`config.mk`:
```
export PLATFORM = sky130hd
export DESIGN_NAME = benes_fabric
export DESIGN_NICKNAME = d
export VERILOG_FILES = /design/src/rtl/benes_fabric.sv
export SDC_FILE = /design/constraint.sdc
export NUM_CORES = 1
export LEC_CHECK = 0
export BUFFER_PORTS_ARGS = -buffer_cell sky130_fd_sc_hd__clkbuf_2
export CAP_MARGIN = 40
export CORE_ASPECT_RATIO = 1.2
export CORE_MARGIN = 4
export CORE_UTILIZATION = 30
export CTS_CLUSTER_DIAMETER = 80
export DETAILED_ROUTE_END_ITERATION = 7
export PLACE_DENSITY = 0.47
export SLEW_MARGIN = 20
export SYNTH_ARGS = -nofsm -noshare
export SYNTH_HDL_FRONTEND = slang
export SYNTH_SLANG_ARGS = --single-unit
```
`constraint.sdc`:
```
create_clock -name clk -period 1.4 [get_ports clk]
set_input_delay 0 -clock clk [delete_from_list [all_inputs] [get_ports clk]]
set_output_delay 0 -clock clk [all_outputs]
set_load 0.02 [all_outputs]
```
`src/rtl/benes_fabric.sv`:
```
module benes_fabric #(
  parameter int N = 8,
  parameter int W = 8,
  // derived, keep at defaults
  parameter int LOGN = $clog2(N),
  parameter int STAGES = 2 * LOGN - 1,
  parameter int HALF = N / 2,
  parameter int SW = (STAGES > 1) ? $clog2(STAGES) : 1,
  parameter int RW = (HALF > 1) ? $clog2(HALF) : 1
) (
  input  logic            clk,
  input  logic            rst_n,
  input  logic            clr_all,
  input  logic            wr_en,
  input  logic [SW-1:0]   wr_stage,
  input  logic [RW-1:0]   wr_row,
  input  logic [1:0]      wr_state,
  input  logic [SW-1:0]   rd_stage,
  input  logic [RW-1:0]   rd_row,
  output logic [1:0]      rd_state,
  input  logic [N*W-1:0]  in_data,
  output logic [N*W-1:0]  out_data,
  output logic [N-1:0]    out_valid
);

  localparam logic [STAGES*HALF*2-1:0] ALL_STRAIGHT = {STAGES*HALF{2'b10}};

  // port address after the link that follows stage k
  function automatic int link_map(input int k, input int p);
    int w, lo, hi;
    if (k < LOGN - 1) begin
      w  = LOGN - k;
      lo = p % (1 << w);
      hi = p - lo;
      return hi + ((lo >> 1) | ((lo & 1) << (w - 1)));
    end else begin
      w  = LOGN - (2 * LOGN - 3 - k);
      lo = p % (1 << w);
      hi = p - lo;
      return hi + (((lo << 1) & ((1 << w) - 1)) | (lo >> (w - 1)));
    end
  endfunction

  logic [STAGES-1:0][HALF-1:0][1:0] cfg;

  always_ff @(posedge clk or negedge rst_n) begin
    if (!rst_n)                                  cfg <= '0;
    else if (clr_all)                            cfg <= '0;
    else if (wr_en && 32'(wr_stage) < STAGES)    cfg[wr_stage][wr_row] <= wr_state;
  end

  assign rd_state = (32'(rd_stage) < STAGES) ? cfg[rd_stage][rd_row] : 2'b00;

  logic [N-1:0][W-1:0] sin  [STAGES];
  logic [N-1:0][W-1:0] sout [STAGES];
  logic [N-1:0]        vin  [STAGES];
  logic [N-1:0]        vout [STAGES];

  assign sin[0] = in_data;
  assign vin[0] = '1;

  for (genvar k = 0; k < STAGES; k++) begin : g_stage
    for (genvar j = 0; j < HALF; j++) begin : g_elem
      logic [1:0] st;
      assign st = cfg[k][j];
      assign sout[k][2*j]   = !st[1] ? '0 : (st[0] ? sin[k][2*j+1] : sin[k][2*j]);
      assign sout[k][2*j+1] = !st[1] ? '0 : (st[0] ? sin[k][2*j]   : sin[k][2*j+1]);
      assign vout[k][2*j]   = st[1] & (st[0] ? vin[k][2*j+1] : vin[k][2*j]);
      assign vout[k][2*j+1] = st[1] & (st[0] ? vin[k][2*j]   : vin[k][2*j+1]);
    end
    if (k < STAGES - 1) begin : g_link
      for (genvar p = 0; p < N; p++) begin : g_port
        localparam int D = link_map(k, p);
        assign sin[k+1][D] = sout[k][p];
        assign vin[k+1][D] = vout[k][p];
      end
    end
  end

  assign out_data  = sout[STAGES-1];
  assign out_valid = vout[STAGES-1];

  logic all_cfg;
  always_comb begin
    all_cfg = 1'b1;
    for (int k = 0; k < STAGES; k++)
      for (int j = 0; j < HALF; j++)
        if (!cfg[k][j][1]) all_cfg = 1'b0;
  end

  p_write_r2: assert property (@(posedge clk) disable iff (!rst_n)
    (wr_en && !clr_all && 32'(wr_stage) < STAGES) |=>
      cfg[$past(wr_stage)][$past(wr_row)] == $past(wr_state));

  p_clear_r6: assert property (@(posedge clk) disable iff (!rst_n)
    clr_all |=> cfg == '0);

  p_oob_r7: assert property (@(posedge clk) disable iff (!rst_n)
    (wr_en && !clr_all && 32'(wr_stage) >= STAGES) |=> $stable(cfg));

  p_silent_r1: assert property (@(posedge clk) disable iff (!rst_n)
    (cfg == '0) |-> (out_valid == '0 && out_data == '0));

  p_identity_r3: assert property (@(posedge clk) disable iff (!rst_n)
    (cfg == ALL_STRAIGHT) |-> (out_data == in_data && out_valid == '1));

  p_full_r5: assert property (@(posedge clk) disable iff (!rst_n)
    all_cfg |-> out_valid == '1);

endmodule

```
# Word level (Yosys, flattened, before mapping)
# Index checks and enable logic that the tools add are counted.
# word_totals
wordCells	188
out_inout_bits	74
in_bits	80
ff_bits	40
# op_classes
order_cmp	8
bitwise_logic	32
n_reduce_logical	4
n_mux	124
# op_table
op	n
two-way mux 8 bit	82
two-way mux 40 bit	2
bitwise mux 40 bit	1
bitwise AND 1 bit	32
two-way mux 1 bit	32
binary-select mux 8 bit (select 3 bit)	1
demux 8 bit (select 3 bit)	1
< comparator 3 x 4 -> 1 bit, second input constant	2
< comparator 2 x 3 -> 1 bit, second input constant	2
< comparator 3 bit, second input constant	2
two-way mux 2 bit	3
binary-select mux 2 bit (select 2 bit)	1
demux 2 bit (select 2 bit)	1
greater-or-equal comparator 3 x 1 -> 1 bit, second input constant	1
logical AND 1 bit	3
greater-or-equal comparator 2 x 1 -> 1 bit, second input constant	1
nonzero test 2 bit	1

# Logic depth before layout (Yosys ltp)
# Gate-level depths: netlist of the first run.
# logic_depth
ltp_word	10
depth_mapped	7
mapped_depth_nobuf	5

# Worst setup path before layout of the first run
# OpenSTA, ideal clock, no wires.
# synth_timing
kind	reg2out
from	register cfg, in the netlist g_stage[1].g_elem[3].st[0]
to	output port out_data[6]
arrival_time_ns	1.745
stages_incl_launch_ff	8
path_buffers	2
required_ns	1.400
setup_slack_ns	-0.345
path_cell_list	dfrtp_1 buf_2 nand3b_2 buf_6 o22a_1 o22ai_1 a221oi_1 o22ai_1
# synth_between
elab_chain_len	8
elab_cells_between_ends	12
cone_classes	12 x mux
# synth_lines
item	line	source
start: declaration	44	logic [STAGES-1:0][HALF-1:0][1:0] cfg;
start signal: indexed assignment	49	else if (wr_en && 32'(wr_stage) < STAGES) cfg[wr_stage][wr_row] <= wr_state;
two-way mux 8 bit (on tied branches) (2 in series)	66, 67	
two-way mux 8 bit (2 in series)	66	assign sout[k][2*j] = !st[1] ? '0 : (st[0] ? sin[k][2*j+1] : sin[k][2*j]);
two-way mux 8 bit (*) (4 in series)	66	
end: declaration	22	output logic [N*W-1:0] out_data,
# Every way passes the cells marked *; elsewhere a longest branch is shown, timed or not.

# Worst setup path after layout of the first run
# layout_timing
from	register cfg, in the netlist g_stage[0].g_elem[3].st[0]
to	output port out_data[52]
# layout_between
elab_chain_len	10
elab_cells_between_ends	26
cone_classes	26 x mux
# layout_lines
item	line	source
two-way mux 8 bit (on tied branches) (2 in series)	66, 67	
two-way mux 8 bit (on tied branches) (2 in series)	67, 66	
two-way mux 8 bit (4 in series)	67	assign sout[k][2*j+1] = !st[1] ? '0 : (st[0] ? sin[k][2*j] : sin[k][2*j+1]);
two-way mux 8 bit (*) (2 in series)	66	
# Marked as above.

==> metrics.txt, run 1 <==
status=finished, violations left; failing checks=negative setup slack; fin crit share=1.65; Synth Flop Type=dfrtp_1; share of cells above drive strength 1=0.687; Pleak=around 4.5 nW; met1 wire length=15400 um; Pre-Repair DR Iteration Count=5; RSZ-0062 raised after global routing=true; Final Hold Vio Count=0; Overflow after GRT=0; H-tree levels=2; clock latency on the worst-skew pair=280 ps; r2r startpoint=g_stage[0].g_elem[1].st[0]; antenna violations before repair=0; min-delay worst type=in2reg; CP startpoint=g_stage[0].g_elem[3].st[0]; Buf+Inv Stages, Crit Path=4; DIE WIDTH=about 140 um; global-route wire length before repair=approximately 59000 um; clock tree sinks=40; max_slew headroom=0.522; Cells after Synth=slightly below 800; Peak VDD IR=between 600 and 700 uV; DR iter-0 viols=a little under 800; max-slew violation count=0; P per Cell Area=251 nW/um2; Die H=169 um; critical-path cell list=buf_12 > mux2i_1 > buf_4 > o22a_1 > o22ai_2 > a221oi_2 > buf_4 > o22ai_2 > buf_6; Max-Cap Viols=0; PnR Total Power=0.00318 W; CP Data Required Time=about 1400 ps; clk slew on worst S/H paths=approximately 60 ps; CTS tree=yes; nature of the critical path endpoint=primary output; FMAX=~430 MHz; DRC Markers=0; max incr delay on CP=about 460 ps; Post-Syn Area per Cell=about 8.5 um2; Antenna Violating Nets Remaining=0; largest net degree at the start of global routing=41; YS warnings=0; Post-Place Cell Area=between 10000 and 15000 um2; core area=21200 um2; row count=just under 60; Longest Clk Path Bufs=2; Netlist cell types=between 40 and 50; post-DP HPWL=about 32000 um; Crit-path slowest cell=dfrtp_2; routed vias=~9.3k; Largest register FFs=40; flops & latches, synth=40; cell area after synthesis=6510 um2; CTS Root Cell=clkbuf_16; sequential fraction of the synthesis area=0.154; fin crit period=2310 ps; top routing layer in use=met4; Clock Skews=0 ps; commonest non-fill, non-tap cell in the layout=buf_4; All-Layer GR Usage=0.327; Worst Setup Start Kind=register; I/O pin total=154; DR WL met3=2770 um; Setup TNS=-59600 ps; Post-Syn Nets=around 850; setup violators final=74; Top Family by Delay on Critical Path=compound AO/OA/AOI/OAI gates; Initial Utilization=0.307; CP arrival=between 2000 and 2500 ps; most frequent cells in the layout=buf_4 (223), o22ai_2 (109), clkbuf_2 (92), o22ai_1 (70); drt wl/cell=29.0 um; actual slew at the worst max-slew pin=716 ps; Worst Hold Launch=clr_all; area growth from synthesis to layout=94.4%; total CTS buffers=5; Design Area, Final=about 13000 um2; Port Buffer Count=roughly 150; WL met2=around 20000 um; Synth async-reset ratio=1.00; diodes inserted=0; die area=24100 um2; nets=1238; vias in the first global route=approximately 9k; worst-path fanout max=7; Final WS setup=-907 ps; average vias per placed instance=roughly 6.5; total wire length=approximately 41000 um; worst slack, placed=-785 ps; Post-synth EDFFs=0; GPL Wtd Cong=around 1.1; critical path class=reg2out
==> where the power goes <==
part | internal, W | leakage [nW] | switching [W]
combinational | 0.000399 | 3.90 | 0.000504
sequential | 0.00116 | 0.526 | 0.0000147
clock | 0.000648 | 0.0667 | 0.000449
==> synth_stat cells (2+ instances only) <==
| library cell | number | area [um2] |
|---|---|---|
| o21ai_0 | 2 | 10.0 |
| nand3b_1 | 5 | 37.5 |
| o22ai_1 | 192 | 1200 |
| mux2_2 | 4 | 45.0 |
| o31ai_1 | 2 | 15.0 |
| inv_1 | 3 | 11.3 |
| buf_2 | 20 | 100 |
| buf_12 | 2 | 40.0 |
| nand2b_1 | 3 | 18.8 |
| nand2_1 | 60 | 225 |
| mux2i_4 | 6 | 135 |
| nor3_1 | 3 | 15.0 |
| nor2_1 | 41 | 154 |
| buf_8 | 2 | 30.0 |
| a221oi_1 | 64 | 561 |
| buf_4 | 4 | 30.0 |
| a211oi_1 | 2 | 15.0 |
| nor2b_1 | 10 | 62.6 |
| clkbuf_1 | 15 | 56.3 |
| o22a_2 | 12 | 120 |
| nor3b_1 | 10 | 75.1 |
| mux2i_2 | 30 | 413 |
| mux2i_1 | 56 | 561 |
| and2_1 | 5 | 31.3 |
| o22a_1 | 56 | 490 |
| a21oi_1 | 25 | 125 |
| nand3_1 | 38 | 190 |
| nor4bb_1 | 2 | 20.0 |
| buf_6 | 5 | 56.3 |
| clkbuf_8 | 9 | 124 |
| o211ai_1 | 2 | 15.0 |
| dfrtp_1 | 40 | 1000 |
| a32o_1 | 8 | 80.1 |
| nand3b_2 | 6 | 67.6 |
| mux4_2 | 11 | 248 |
==> what timing repair did <==
| item | CTS | global route |
|---|---|---|
| buffers inserted | 31 | 18 |
| gates cloned | 4 | 1 |
| gates resized for setup | 196 | 194 |
| setup endpoints to repair | 74 | 74 |
| endpoints found under the hold margin | 40 | 0 |
| pin swaps | 42 | 55 |
| hold buffers | 1 | 0 |
==> cell type report <==
cell class | count | area (um2)
clock inverters | 1 | 5.00
fillers | 1832 | 8520
multi-input cells | 667 | 7220
well taps | 270 | 338
repair buffers | 441 | 3940
inverters | 3 | 11.3
flip-flops and latches | 40 | 1020
clock buffers | 6 | 129
==> stage by stage <==
stage / utilization / instances / hold slack (ps)
finish: 0.598 / 1428 / 221
detailed placement: 0.489 / 1377 / 110
global placement: 0.489 / 1377 / 111
CTS: 0.558 / 1414 / 229
floorplan: - / 769 / -296
global route: 0.598 / 1428 / 257
==> tightest hold or removal path, delay by kind of cell <==
family / cells / cell delay, ps
buffers and inverters: 2 / 330
and+or+nand+nor: 1 / 130
==> kinds of logic (layout without fill, tap and decap cells) <==
kind of cell    Yosys count  count (layout)  synth area share
compound gates          366             366             0.405
simple gates            192             193             0.151
mux                     108             108             0.219
buf+inv                  63             451            0.0712
flops                    40              40             0.154
==> final timing paths <==
check	to	slack (ps)	cells past startpoint
setup / recovery	out_data[52]	-910	9
hold / removal	g_stage[1].g_elem[0].st[1]	220	3
setup reg to reg	g_stage[0].g_elem[1].st[0]	300	5
hold reg to reg	g_stage[2].g_elem[2].st[1]	560	2
max in group asynchronous	g_stage[0].g_elem[2].st[0]	660	3
min in group asynchronous	g_stage[1].g_elem[0].st[1]	320	3
==> routing by layer <==
metal,vias up,GRT usage
met5,-,0
met4,0,0.231
met3,156,0.0409
met2,544,0.539
met1,4577,0.392
li1,4061,-
Power figures use the tool's default switching activity.
==> inputs of run 2 (changes only) <==
--- a/config.mk
+++ b/config.mk
@@ -5,6 +5,7 @@
 export SDC_FILE = /design/constraint.sdc
 export NUM_CORES = 1
 export LEC_CHECK = 0
+export ABC_AREA = 1
 export BUFFER_PORTS_ARGS = -buffer_cell sky130_fd_sc_hd__clkbuf_2
 export CAP_MARGIN = 40
 export CORE_ASPECT_RATIO = 1.2
@@ -12,7 +13,8 @@
 export CORE_UTILIZATION = 30
 export CTS_CLUSTER_DIAMETER = 80
 export DETAILED_ROUTE_END_ITERATION = 7
-export PLACE_DENSITY = 0.47
+export PLACE_DENSITY = 0.46
+export SKIP_CTS_REPAIR_TIMING = 1
 export SLEW_MARGIN = 20
 export SYNTH_ARGS = -nofsm -noshare
 export SYNTH_HDL_FRONTEND = slang
==> metrics.txt, run 2 <==
Cells after Synth=1600 (+110%); core area=25800 um2 (+22%); drt wl/cell=17.7 um (-39%); Post-synth EDFFs=0 (unchanged); P per Cell Area=269 nW/um2 (+7.0%); Netlist cell types=29 (-41%); worst-path fanout max=17 (+10); Final WS setup=-770 ps (+137 ps); area growth from synthesis to layout=50.1%; Clock Skews=0 ps (unchanged); max_slew headroom=0.716 (+0.194); share of cells above drive strength 1=0.393 (-0.294); post-DP HPWL=29700 um (-8.0%); Die H=186 um (+9.8%); Pre-Repair DR Iteration Count=7 (+2); nature of the critical path endpoint=primary output; die area=29100 um2 (+20%); vias in the first global route=9813 (+9.6%); setup violators final=74 (unchanged); max-slew violation count=0 (unchanged); Synth Flop Type=dfrtp_1; DR iter-0 viols=827 (+5.1%); Max-Cap Viols=0 (unchanged); Synth async-reset ratio=1.00 (unchanged); Largest register FFs=40 (unchanged); Filler Cells Inserted=2841 (+55%); All-Layer GR Usage=0.244 (-0.0833); Layout Cells excl Fill=2116 (+48%); Cells after DPL=2096 (+52%); Pleak=6.35 nW (+41%); Area contributors post-synth=nand2_1 (36%), nand3_1 (17%), dfrtp_1 (13%); Post-Route Utilization=0.461 (-0.137); FMAX=461 MHz (+6.3%); clock tree sinks=40 (unchanged); most frequent cells in the layout=nand2_1 (688), nand3_2 (190), buf_4 (156), inv_1 (153), nand2_2 (92); total wire length=37400 um (-9.7%); min-delay worst type=in2reg; Overflow after GRT=0 (unchanged); Post-Syn Nets=1680 (+98%); Worst Setup Start Kind=register; Peak VDD IR=380 uV (-42%); Post-Syn Area per Cell=4.95 um2 (-42%); CTS Root Cell=clkbuf_16; actual slew at the worst max-slew pin=423 ps (-293 ps); Final Hold Vio Count=0 (unchanged); Longest Clk Path Bufs=2 (unchanged); routed vias=10.8k (+16%); nets=1865 (+51%); status=finished, violations left; failing checks=negative setup slack; commonest non-fill, non-tap cell in the layout=nand2_1; clk slew on worst S/H paths=70 ps (about the same); CTS tree=yes; DRC Markers=0 (unchanged); diodes inserted=0 (unchanged); setup slack, reg-to-reg=270 ps (-30 ps); global-route wire length before repair=54700 um (-6.7%); I/O pin total=154 (unchanged); critical path class=reg2out; DIE WIDTH=156 um (+9.7%); largest net degree at the start of global routing=41 (unchanged); antenna violations before repair=0 (unchanged); sequential fraction of the synthesis area=0.126 (-0.0273); Initial Utilization=0.307 (about the same); YS warnings=0 (unchanged); H-tree levels=2 (unchanged); area share of the largest cell type after synthesis=0.360 (+0.175); fin crit period=2170 ps (-137 ps); RSZ-0062 raised after global routing=true; row count=64 (+10%); CP arrival=2170 ps (-140 ps); cell taking the most area after synthesis=nand2_1; most common cell in the netlist=nand2_1; cell area after synthesis=7920 um2 (+22%); clock latency on the worst-skew pair=300 ps (+20 ps); average vias per placed instance=5.10 (-22%); total CTS buffers=5 (unchanged); fin crit share=1.55 (-0.0975); CP Data Required Time=1400 ps (about the same); Commonest cells post-synth=nand2_1 (759), nand3_1 (264), inv_1 (156); flops & latches, synth=40 (unchanged); GPL Wtd Cong=0.967 (-11%); Port Buffer Count=153 (unchanged); Antenna Violating Nets Remaining=0 (unchanged)
==> run 2: cell count changes after synthesis, moves of 16 or more <==
cell      before  now
a221oi_1      64    0
buf_2         20   49
clkbuf_1      15   31
inv_1          3  156
mux2i_1       56    0
mux2i_2       30    0
nand2_1       60  759
nand2_2        0   23
nand3_1       38  264
nand3_2        0   32
nor2_1        41   69
o21ai_0        2   36
o22a_1        56    0
o22ai_1      192   28
==> run 2: final timing paths <==
path	start	depth (start not counted)	to
max	g_stage[0].g_elem[2].st[0]	15	out_data[33]
min reg2reg	g_stage[3].g_elem[0].st[1]	2	g_stage[3].g_elem[0].st[1]
max in group asynchronous	rst_n	3	g_stage[3].g_elem[0].st[0]
max reg2reg	g_stage[1].g_elem[2].st[0]	3	g_stage[1].g_elem[2].st[0]
min in group asynchronous	rst_n	3	g_stage[0].g_elem[3].st[1]
min	wr_en	3	g_stage[0].g_elem[2].st[0]
==> run 2: power breakdown <==
group	switching (W)	total, W	internal [W]
combinational	0.000486	0.000783	0.000298
sequential	0.00000710	0.00117	0.00116
clock	0.000575	0.00124	0.000666
==> run 2: area by class of cell <==
class | instances | area (um2) | share of cell area
Timing Repair Buffer | 291 | 2390 | 0.201
Inverter | 175 | 674 | 0.0567
Clock buffer | 5 | 125 | 0.0105
Multi-Input combinational cell | 1272 | 7270 | 0.611
Clock inverter | 3 | 21.3 | 0.00179
Sequential cell | 40 | 1000 | 0.0845
Tap cell | 330 | 413 | 0.0347
==> run 2: layer usage <==
metal  up-vias  wire (um)  GRT usage
met4         0       1740      0.111
met2       339      18000      0.411
met3        63       1940     0.0256
met5         -          0          0
li1       5372          -          -
met1      5025      15700      0.314
==> run 2: through the flow <==
step	setup TNS, ps	area (um2)	setup WS, ps	power [W]	hold slack, ps
5_1_grt	-59250	11900	-886	0.00332	144
4_1_cts	-62700	10300	-1010	0.00315	-320
6_report	-50150	11900	-770	0.00319	114
3_5_place_dp	-37960	10200	-688	0.00193	6.27
2_1_floorplan	-2650	8390	-65.0	0.00158	-296
3_3_place_gp	-36950	10200	-633	0.00193	1.74
==> run 2: critical path, stage by stage, from the launching register on <==
cell and delay (ps):
dfrtp_1 380, buf_12 150, inv_8 70, buf_4 140, nand2_4 40, nand3_2 70, nand2_1 80, nand3_2 90
nand2_1 90, nand3_2 120, nand2_1 100, nand3_2 140, nand2_1 100, nand2_1 80, nor2_4 80, buf_4 140
==> run 2: kinds of logic after synthesis <==
| kind of cell | count (synthesis) | share of synthesized area |
|---|---|---|
| simple gates | 1169 | 0.638 |
| flops | 40 | 0.126 |
| compound gates | 103 | 0.0709 |
| buf+inv | 288 | 0.165 |
